--- config.mk ---
export PLATFORM = sky130hd
export DESIGN_NAME = gpio_irq_port
export DESIGN_NICKNAME = d
export VERILOG_FILES = /design/src/rtl/gpio_irq_pkg.sv /design/src/rtl/gpio_sync.sv /design/src/rtl/gpio_regs.sv /design/src/rtl/gpio_irq_detect.sv /design/src/rtl/gpio_irq_port.sv
export SDC_FILE = /design/constraint.sdc
export NUM_CORES = 1
export LEC_CHECK = 0
export BUFFER_PORTS_ARGS = -buffer_cell sky130_fd_sc_hd__buf_2
export CAP_MARGIN = 20
export CORE_ASPECT_RATIO = 0.5
export CORE_MARGIN = 2
export CORE_UTILIZATION = 60
export CTS_BUF_LIST = sky130_fd_sc_hd__clkbuf_4
export DETAILED_ROUTE_END_ITERATION = 10
export PLACE_DENSITY = 0.78
export SYNTH_ARGS = -nofsm -noshare
export SYNTH_HDL_FRONTEND = slang
export SYNTH_SLANG_ARGS = --single-unit
--- constraint.sdc ---
create_clock -name clk -period 3.1 [get_ports clk]
set_input_delay 0.62 -clock clk [delete_from_list [all_inputs] [get_ports clk]]
set_output_delay 0.62 -clock clk [all_outputs]
set_load 0.03 [all_outputs]
--- src/rtl/gpio_irq_pkg.sv ---
package gpio_irq_pkg;

    localparam int unsigned GPIO_W = 32;
    localparam int unsigned ADDR_W = 8;
    localparam int unsigned SYNC_STAGES = 2;

    localparam logic [ADDR_W-1:0] OFS_OUT   = 8'h00;
    localparam logic [ADDR_W-1:0] OFS_IN    = 8'h04;
    localparam logic [ADDR_W-1:0] OFS_DIR   = 8'h08;
    localparam logic [ADDR_W-1:0] OFS_SET   = 8'h10;
    localparam logic [ADDR_W-1:0] OFS_CLR   = 8'h14;
    localparam logic [ADDR_W-1:0] OFS_PON   = 8'h18;
    localparam logic [ADDR_W-1:0] OFS_PSEL  = 8'h1C;
    localparam logic [ADDR_W-1:0] OFS_IEN   = 8'h20;
    localparam logic [ADDR_W-1:0] OFS_STAT  = 8'h24;
    localparam logic [ADDR_W-1:0] OFS_MASK  = 8'h2C;
    localparam logic [ADDR_W-1:0] OFS_ICLR  = 8'h30;
    localparam logic [ADDR_W-1:0] OFS_LMODE = 8'h34;
    localparam logic [ADDR_W-1:0] OFS_ANYE  = 8'h38;
    localparam logic [ADDR_W-1:0] OFS_INV   = 8'h3C;

    // Per-pin interrupt sense selection, one bit per pin in each field
    typedef struct packed {
        logic [GPIO_W-1:0] lvl_mode;  // 1 = level sensitive
        logic [GPIO_W-1:0] any_edge;  // 1 = both edges (edge mode only)
        logic [GPIO_W-1:0] invert;    // 1 = falling edge / active low
    } sense_cfg_t;

    // Event for one pin, given its current and previous synchronised value
    function automatic logic pin_event(input logic cur, input logic prev,
                                       input logic lvl, input logic any,
                                       input logic inv);
        logic ev;
        if (lvl)
            ev = cur ^ inv;
        else if (any)
            ev = cur ^ prev;
        else if (inv)
            ev = prev & ~cur;
        else
            ev = cur & ~prev;
        return ev;
    endfunction

endpackage

--- src/rtl/gpio_sync.sv ---
module gpio_sync #(
    parameter int unsigned W      = 32,
    parameter int unsigned STAGES = 2
) (
    input  logic         clk,
    input  logic         rst,
    input  logic [W-1:0] async_i,
    output logic [W-1:0] sync_o
);
    logic [W-1:0] stage_q [STAGES];

    always_ff @(posedge clk) begin
        if (rst) begin
            for (int s = 0; s < STAGES; s++) stage_q[s] <= '0;
        end else begin
            stage_q[0] <= async_i;
            for (int s = 1; s < STAGES; s++) stage_q[s] <= stage_q[s-1];
        end
    end

    assign sync_o = stage_q[STAGES-1];
endmodule

--- src/rtl/gpio_regs.sv ---
module gpio_regs
    import gpio_irq_pkg::*;
#(
    parameter int unsigned W  = GPIO_W,
    parameter int unsigned AW = ADDR_W
) (
    input  logic          clk,
    input  logic          rst,
    input  logic          sel,
    input  logic          wr,
    input  logic [AW-1:0] addr,
    input  logic [W-1:0]  wdata,
    output logic [W-1:0]  rdata,
    input  logic [W-1:0]  pin_sync,
    input  logic [W-1:0]  status,
    output logic [W-1:0]  out_q,
    output logic [W-1:0]  dir_q,
    output logic [W-1:0]  ien_q,
    output logic [W-1:0]  mask_q,
    output sense_cfg_t    cfg_q,
    output logic [W-1:0]  ack_bits
);
    logic [W-1:0] pon_q;
    logic [W-1:0] psel_q;
    logic         wr_en;

    assign wr_en = sel & wr;

    always_ff @(posedge clk) begin
        if (rst) begin
            out_q  <= '0;
            dir_q  <= '0;
            pon_q  <= '0;
            psel_q <= '0;
            ien_q  <= '0;
            mask_q <= '0;
            cfg_q  <= '0;
        end else if (wr_en) begin
            case (addr)
                OFS_OUT:   out_q <= wdata;
                OFS_SET:   out_q <= out_q | wdata;
                OFS_CLR:   out_q <= out_q & ~wdata;
                OFS_DIR:   dir_q <= wdata;
                OFS_PON:   pon_q <= wdata;
                OFS_PSEL:  psel_q <= wdata;
                OFS_IEN:   ien_q <= wdata;
                OFS_MASK:  mask_q <= wdata;
                OFS_LMODE: cfg_q.lvl_mode <= wdata;
                OFS_ANYE:  cfg_q.any_edge <= wdata;
                OFS_INV:   cfg_q.invert <= wdata;
                default: ;
            endcase
        end
    end

    assign ack_bits = (wr_en && addr == OFS_ICLR) ? wdata : '0;

    always_comb begin
        case (addr)
            OFS_OUT:   rdata = out_q;
            OFS_IN:    rdata = pin_sync;
            OFS_DIR:   rdata = dir_q;
            OFS_PON:   rdata = pon_q;
            OFS_PSEL:  rdata = psel_q;
            OFS_IEN:   rdata = ien_q;
            OFS_STAT:  rdata = status;
            OFS_MASK:  rdata = mask_q;
            OFS_LMODE: rdata = cfg_q.lvl_mode;
            OFS_ANYE:  rdata = cfg_q.any_edge;
            OFS_INV:   rdata = cfg_q.invert;
            default:   rdata = '0;
        endcase
    end

    AST_SET_ONES: assert property (@(posedge clk) disable iff (rst) (wr_en && addr == OFS_SET) |=> ((out_q & $past(wdata)) == $past(wdata)));
    AST_CLR_ZEROS: assert property (@(posedge clk) disable iff (rst) (wr_en && addr == OFS_CLR) |=> ((out_q & $past(wdata)) == '0));
endmodule

--- src/rtl/gpio_irq_detect.sv ---
module gpio_irq_detect
    import gpio_irq_pkg::*;
#(
    parameter int unsigned W = GPIO_W
) (
    input  logic         clk,
    input  logic         rst,
    input  logic [W-1:0] sync_i,
    input  sense_cfg_t   cfg,
    input  logic [W-1:0] ien,
    input  logic [W-1:0] ack_bits,
    output logic [W-1:0] pend_o
);
    logic [W-1:0] prev_q;
    logic [W-1:0] pend_q;
    logic [W-1:0] evt;

    for (genvar i = 0; i < W; i++) begin : g_pin
        assign evt[i] = pin_event(sync_i[i], prev_q[i], cfg.lvl_mode[i],
                                  cfg.any_edge[i], cfg.invert[i]);
    end

    always_ff @(posedge clk) begin
        if (rst) begin
            prev_q <= '0;
            pend_q <= '0;
        end else begin
            prev_q <= sync_i;
            // a new event takes priority over a same-cycle acknowledge
            pend_q <= (pend_q & ~ack_bits) | (evt & ien);
        end
    end

    assign pend_o = pend_q;

    AST_PEND_STICKY: assert property (@(posedge clk) disable iff (rst) 1'b1 |=> (($past(pend_q & ~ack_bits) & ~pend_q) == '0));
    AST_EVT_WINS: assert property (@(posedge clk) disable iff (rst) 1'b1 |=> (($past(evt & ien) & ~pend_q) == '0));
endmodule

--- src/rtl/gpio_irq_port.sv ---
module gpio_irq_port
    import gpio_irq_pkg::*;
(
    input  logic              clk,
    input  logic              rst,
    input  logic              bus_sel,
    input  logic              bus_wr,
    input  logic [ADDR_W-1:0] bus_addr,
    input  logic [GPIO_W-1:0] bus_wdata,
    output logic [GPIO_W-1:0] bus_rdata,
    input  logic [GPIO_W-1:0] pin_in,
    output logic [GPIO_W-1:0] pin_out,
    output logic [GPIO_W-1:0] pin_oe,
    output logic              irq_o
);
    logic [GPIO_W-1:0] pin_sync;
    logic [GPIO_W-1:0] pend;
    logic [GPIO_W-1:0] status;
    logic [GPIO_W-1:0] ien_q;
    logic [GPIO_W-1:0] mask_q;
    logic [GPIO_W-1:0] ack_bits;
    sense_cfg_t        cfg_q;

    gpio_sync #(.W(GPIO_W), .STAGES(SYNC_STAGES)) u_sync (
        .clk(clk), .rst(rst), .async_i(pin_in), .sync_o(pin_sync)
    );

    gpio_regs #(.W(GPIO_W), .AW(ADDR_W)) u_regs (
        .clk(clk), .rst(rst), .sel(bus_sel), .wr(bus_wr), .addr(bus_addr),
        .wdata(bus_wdata), .rdata(bus_rdata), .pin_sync(pin_sync),
        .status(status), .out_q(pin_out), .dir_q(pin_oe), .ien_q(ien_q),
        .mask_q(mask_q), .cfg_q(cfg_q), .ack_bits(ack_bits)
    );

    gpio_irq_detect #(.W(GPIO_W)) u_det (
        .clk(clk), .rst(rst), .sync_i(pin_sync), .cfg(cfg_q), .ien(ien_q),
        .ack_bits(ack_bits), .pend_o(pend)
    );

    assign status = pend & ien_q;
    assign irq_o  = |(status & ~mask_q);

    AST_MASKED_QUIET: assert property (@(posedge clk) disable iff (rst) (&mask_q) |-> !irq_o);
    AST_IRQ_NEEDS_EN: assert property (@(posedge clk) disable iff (rst) irq_o |-> (|ien_q));
endmodule

Word level (Yosys, flattened, before mapping)
Memory sizes are Yosys's and may differ from the RTL's.
Index checks and enable logic that the tools add are counted.
Storage, ports and cells
  bits of input ports: 76
  word-level logic and storage cells: 347
  output and inout port bits: 97
  memory bits (writable): 64
  memories: 1
  register bits after elaboration: 352
Operators by class
  bitwise operators: 205
  equal/unequal tests: 13
  muxes and demuxes: 104
  reductions and logical operators: 13
Memory list
  u_sync.stage_q: words 2, width 32, read ports 2, clocked after Yosys merged registers in 0, write ports 2, RTL line gpio_sync.sv:10  | logic [W-1:0] stage_q [STAGES];
Operator list (count)
  $pmux 32 s11: 1
  $and 32x32->32: 5
  $mux 1: 99
  $mux 32: 3
  $not 32->32: 3
  $pmux 32 s3: 1
  $and 1x1->1: 65
  $not 1->1: 64
  $or 32x32->32: 2
  $xor 1x1->1: 64
  $eq 8x6->1 const B: 7
  $eq 8x5->1 const B: 4
  $reduce_or 32->1: 1
  $reduce_and 2->1: 9
  $eq 8x3->1 const B: 1
  $eq 8x4->1 const B: 1
  $logic_not 8->1: 1
  $reduce_bool 3->1: 1
  $or 1x1->1: 2
  $logic_and 1x1->1: 1

Depth between registers and ports, before layout
  depth after elaboration: 7
  gate-level depth with buffers: 8
  mapped depth without buffers: 6

Modules after synthesis
From an unflattened synthesis, not the netlist that was laid out.
Unflattened totals
  cell total of the unflattened synthesis: 2447
  area, all modules: 20472.1 sq um
By module, submodules not included
  gpio_regs: cells each 1704, seq. area each 5765.5 sq um, instances 1, area each 13440.4 sq um
  gpio_irq_detect: cells each 491, seq. area each 1281.2 sq um, instances 1, area each 4488.1 sq um
  gpio_sync: cells each 167, seq. area each 1281.2 sq um, instances 1, area each 2158.3 sq um
  gpio_irq_port: cells each 85, seq. area each 0.0 sq um, instances 1, area each 385.4 sq um

Least setup slack after synthesis
OpenSTA, ideal clock, no wires.
  path kind: input port to output port
  from: input bus_addr[1]
  to: output bus_rdata[15]
  cell stages on the path: 5
  buffers on the path: 3
  arrival: 2.841 ns
  slack: -0.361 ns
  path through: buf_4 -> or4b_1 -> buf_2 -> clkbuf_1 -> o311ai_0
Between the ends
  longest elaborated chain between the ends: 2
  elaborated cells between the ends (all ways): 12
  those cells by class: 10 x eq/ne; 1 x mux; 1 x reduce/logical
Ends and longest elaborated chain
  from (decl): RTL line gpio_irq_port.sv:8  | input logic [ADDR_W-1:0] bus_addr,
  $eq 8x6->1, or another cell as far along: RTL line gpio_regs.sv:59  | case (addr)
  $pmux 32 s11 (*): RTL line gpio_regs.sv:59
  to (decl): RTL line gpio_irq_port.sv:10  | output logic [GPIO_W-1:0] bus_rdata,
Every way passes the cells marked *; elsewhere a longest branch is shown, timed or not.

Worst setup path after layout
  from: register u_regs.ien_q[11]
  to: output bus_rdata[11]
Between the ends
  longest elaborated chain between the ends: 2
Ends and longest elaborated chain
  from (decl): RTL line gpio_regs.sv:18  | output logic [W-1:0] ien_q,
  from (signal assigned): RTL line gpio_regs.sv:46  | OFS_IEN: ien_q <= wdata;
  $and 32x32->32: RTL line gpio_irq_port.sv:40  | assign status = pend & ien_q;
  $pmux 32 s11 (*): RTL line gpio_regs.sv:59
Marked as above.

==> metrics.md <==
| Metric | Value |
|---|---|
| Status | finished, violations left |
| Max VDD drop | 310.0 µV |
| Fin. max-slew vios | 0 |
| Clk pin slew, worst setup/hold paths | 0.07 ns |
| Clock Power Share | 42.1% |
| Count of different cell masters after synthesis | 63 |
| Vias in the first global route | 18,047 |
| Post-CTS Setup Inserts | 0 |
| CP Capture Type | primary output |
| Min-Delay Path Depth | 2 |
| CP max FO | 4 |
| Worst R2R End | u_det.pend_o[16]$_SDFF_PP0_ |
| Lkg Pwr | 8.448 nW |
| Seq/Total Area, Yosys | 41.72% |
| Ys flop type | dfxtp_1 |
| Crit path capture | bus_rdata[11] |
| Critical path data required time | 2.48 ns |
| Max cap viols | 0 |
| Xor/xnor cell area share of the yosys netlist | 1.404% |
| Simple logic cell fraction of the synthesized area | 20.72% |
| Worst rel slew slack | 50.86% |
| Post-DP HPWL | 50,800 µm |
| Synth Area in Adders | 4.012% |
| Flops & latches, synth | 416 |
| DR DRC count | 0 |
| Io pins | 173 |
| Vias per inst | 6.214 |
| Count of final hold-check violations | 0 |
| Switching pwr | 2.785 mW |
| P per Cell Area | 459.3 nW/µm² |
| Clk_lat worst skew | 0.83 ns |
| Mean Syn Cell Area | 8.098 µm² |
| R2r setup slk | 1.59 ns |
| Worst Path Arrival | 2.52 ns |
| Post-synth EDFFs | 0 |
| Clk sinks | 416 |
| Drt first-iter violations | 2,949 |
| Min cycle time layout | 3.136 ns |
| Die Y | 133.0 µm |
| Seq pwr share | 51.3% |
| Tot GR Track Use | 41.87% |
| Netlist Area Pre-Place | 19,960 µm² |
| Pint | 7.800 mW |
| Final wirelength | 74,420 µm |
| TritonCTS clock tree | built |
| Root Buffer | clkbuf_4 |
| Gate power share | 6.6% |
| Unrepaired setup endpoints after global routing | false |
| Initial antenna violation count | 2 |
| Initial DRT Pass Iterations | 10 |
| Failing checks | setup timing |
| CP Launch Point | u_regs.ien_q[11]$_SDFFE_PP0P_ |
| Die area | 34,830 µm² |
| Final GP Congestion | 1.002 |
| Hold Path Class | in2reg |
| Post-synth ARST share | 0% |
| Rows | 47 |
| Fin crit share | 101.2% |
| TritonCTS buffer count | 93 |
| Setup Viol. Count Final | 1 |
| Final Util | 69.99% |
| Worst-Margin Slew | 0.7354 ns |
| Worst reg2reg startpoint | u_sync.stage_q[0][48]$_SDFF_PP0_ |
| Main combinational cell family by area after synthesis | simple AND/OR/NAND/NOR gates |
| Top cell type by total area after synthesis | dfxtp_1 |
| Compound-Gate Fraction of Synth Area | 17.55% |
| Crit path launch type | flop |
| Vias post-DR | 19,866 |
| Yosys Warn Count | 0 |
| Mux cell area share after synthesis | 7.810% |
| CTS H-tree depth | 3 |
| Post-synth top cells | nand2_1 (592), dfxtp_1 (416), a21oi_1 (333), mux2i_1 (122), clkbuf_1 (102) |
| DR WL/cell | 23.28 µm |
| Grt total ovfl | 0 |
| Port Buffers | 172 |
| WS Path Type | reg2out |
| Share of cells above drive strength 1 | 18.63% |
| Syn Nets | 2,605 |
| CTS max path bufs | 3 |
| Area grow syn2layout | 15.48% |
| Setup ws final | -0.03595 ns |
| Core Region | 32,930 µm² |
| F_max | 318.9 MHz |
| Final Skew | 0.03597 ns |
| Initial core utilization | 60.61% |
| Switching Fraction | 26.31% |
| Top-count cell post-synth | nand2_1 |
| FF-to-FF path depth | 6 |
| Largest net degree at the start of global routing | 83 |
| Post-Syn Instances | 2,465 |
| Final ANT Viol Nets | 0 |
| Design Power | 10.59 mW |
| Final nets | 2,822 |
| Synth top area cells | dfxtp_1 (42%), nand2_1 (11%), a21oi_1 (8.3%) |
| First-pass GRT wire length | 110,000 µm |
| DIE WIDTH | 261.9 µm |
| Share of the synthesized area in the top cell type | 41.72% |
[sequential cells by signal, indices dropped and copies added (netlist names)]
signal and cells:
u_det.pend_o 32, u_det.prev_q 32, u_regs.cfg_q 96, u_regs.dir_q 32, u_regs.ien_q 32, u_regs.mask_q 32
u_regs.out_q 32, u_regs.pon_q 32, u_regs.psel_q 32, u_sync.stage_q 64
[layer usage]
layer	wire [µm]	GRT usage (%)
met1	29750	58.78
met2	31620	61.13
met3	10880	13.45
met4	2147	12.65
met5	9	0
[kinds of logic (layout without fill, tap and decap cells)]
logic type / after synthesis / in the layout
mux: 152 / 152
xor+xnor: 32 / 32
other cells: 0 / 2
fa+ha+maj: 64 / 64
flops: 416 / 416
buf+inv: 299 / 588
simple gates: 907 / 907
compound gates: 595 / 595
[placed cells by master, fill, tap and decap left out, drive strengths merged, types with 8 or more instances in the layout]
cell	netlist	layout
a21oi	333	333
a22o	9	9
a22oi	40	40
a32oi	9	9
buf	99	307
clkbuf	102	144
clkinv	0	22
dfxtp	416	416
dlygate4sd3	0	14
ha	64	64
inv	98	99
mux2	30	30
mux2i	122	122
nand2	592	592
nand3	59	59
nand3b	15	15
nor2	59	59
nor2b	69	69
nor3	54	54
o2111ai	8	8
o211ai	42	42
o21ai	77	77
o22ai	27	27
o32a	8	8
o32ai	9	9
or3	9	9
xnor2	32	32
[power groups by stage]
stage | combinational [mW] | sequential, mW | clock, mW
finish | 0.698 | 5.43 | 4.45
global route | 0.730 | 5.44 | 4.75
CTS | 0.668 | 5.43 | 4.46
detailed placement | 0.651 | 5.56 | 0
global placement | 0.642 | 5.56 | 0
floorplan | 0.390 | 5.54 | 0
[timing repair]
| item | in CTS | in global routing |
|---|---|---|
| endpoints found under the hold margin | 13 | 1 |
| gates resized for setup | 2 | 11 |
| setup endpoints to repair | 2 | 6 |
| hold buffers | 13 | 1 |
| pin swaps | 0 | 1 |
[per-stage QoR]
| step | worst slack [ns] | hold slack, ns | instances | TNS (ns) | instance area, µm² |
|---|---|---|---|---|---|
| 2_1_floorplan | -0.3605 | 0.4138 | 2465 | -0.7210 | 19960 |
| 3_3_place_gp | 0.01304 | 0.4158 | 3014 | 0 | 21660 |
| 3_5_place_dp | -0.01767 | 0.4204 | 3014 | -0.01767 | 21660 |
| 4_1_cts | -0.01783 | 0.0004179 | 3194 | -0.01783 | 22990 |
| 5_1_grt | 0.0004516 | 0.009540 | 3196 | 0 | 23050 |
| 6_report | -0.03595 | 0.01190 | 3197 | -0.03595 | 23050 |
[worst min path at each step]
stage	from	to	slack, ns
after detailed placement	u_sync.stage_q[0][15]$_SDFF_PP0_	u_sync.stage_q[0][47]$_SDFF_PP0_	0.42
after CTS	pin_in[11]	u_sync.stage_q[0][11]$_SDFF_PP0_	0.0004
after global routing	pin_in[18]	u_sync.stage_q[0][18]$_SDFF_PP0_	0.01
after global placement	u_sync.stage_q[0][28]$_SDFF_PP0_	u_sync.stage_q[0][60]$_SDFF_PP0_	0.42
after floorplan	u_sync.stage_q[0][0]$_SDFF_PP0_	u_sync.stage_q[0][32]$_SDFF_PP0_	0.41
final	pin_in[12]	u_sync.stage_q[0][12]$_SDFF_PP0_	0.01
[critical path: stages (launching register included)]
cell and delay, ns:
dfxtp_1 0.38, nand2_1 0.12, mux2_2 0.27, o21ai_0 0.44
a221o_1 0.28, buf_2 0.21
[cell type report]
class / instances / area (µm²)
fillers: 2795 / 9882
clock buffers: 142 / 1066
well taps: 441 / 551.8
multi-input cells: 1750 / 10330
clock inverters: 25 / 133.9
flip-flops and latches: 416 / 8329
repair buffers: 323 / 2263
inverters: 98 / 367.9
diodes: 2 / 5.005
Power figures use the tool's default switching activity.
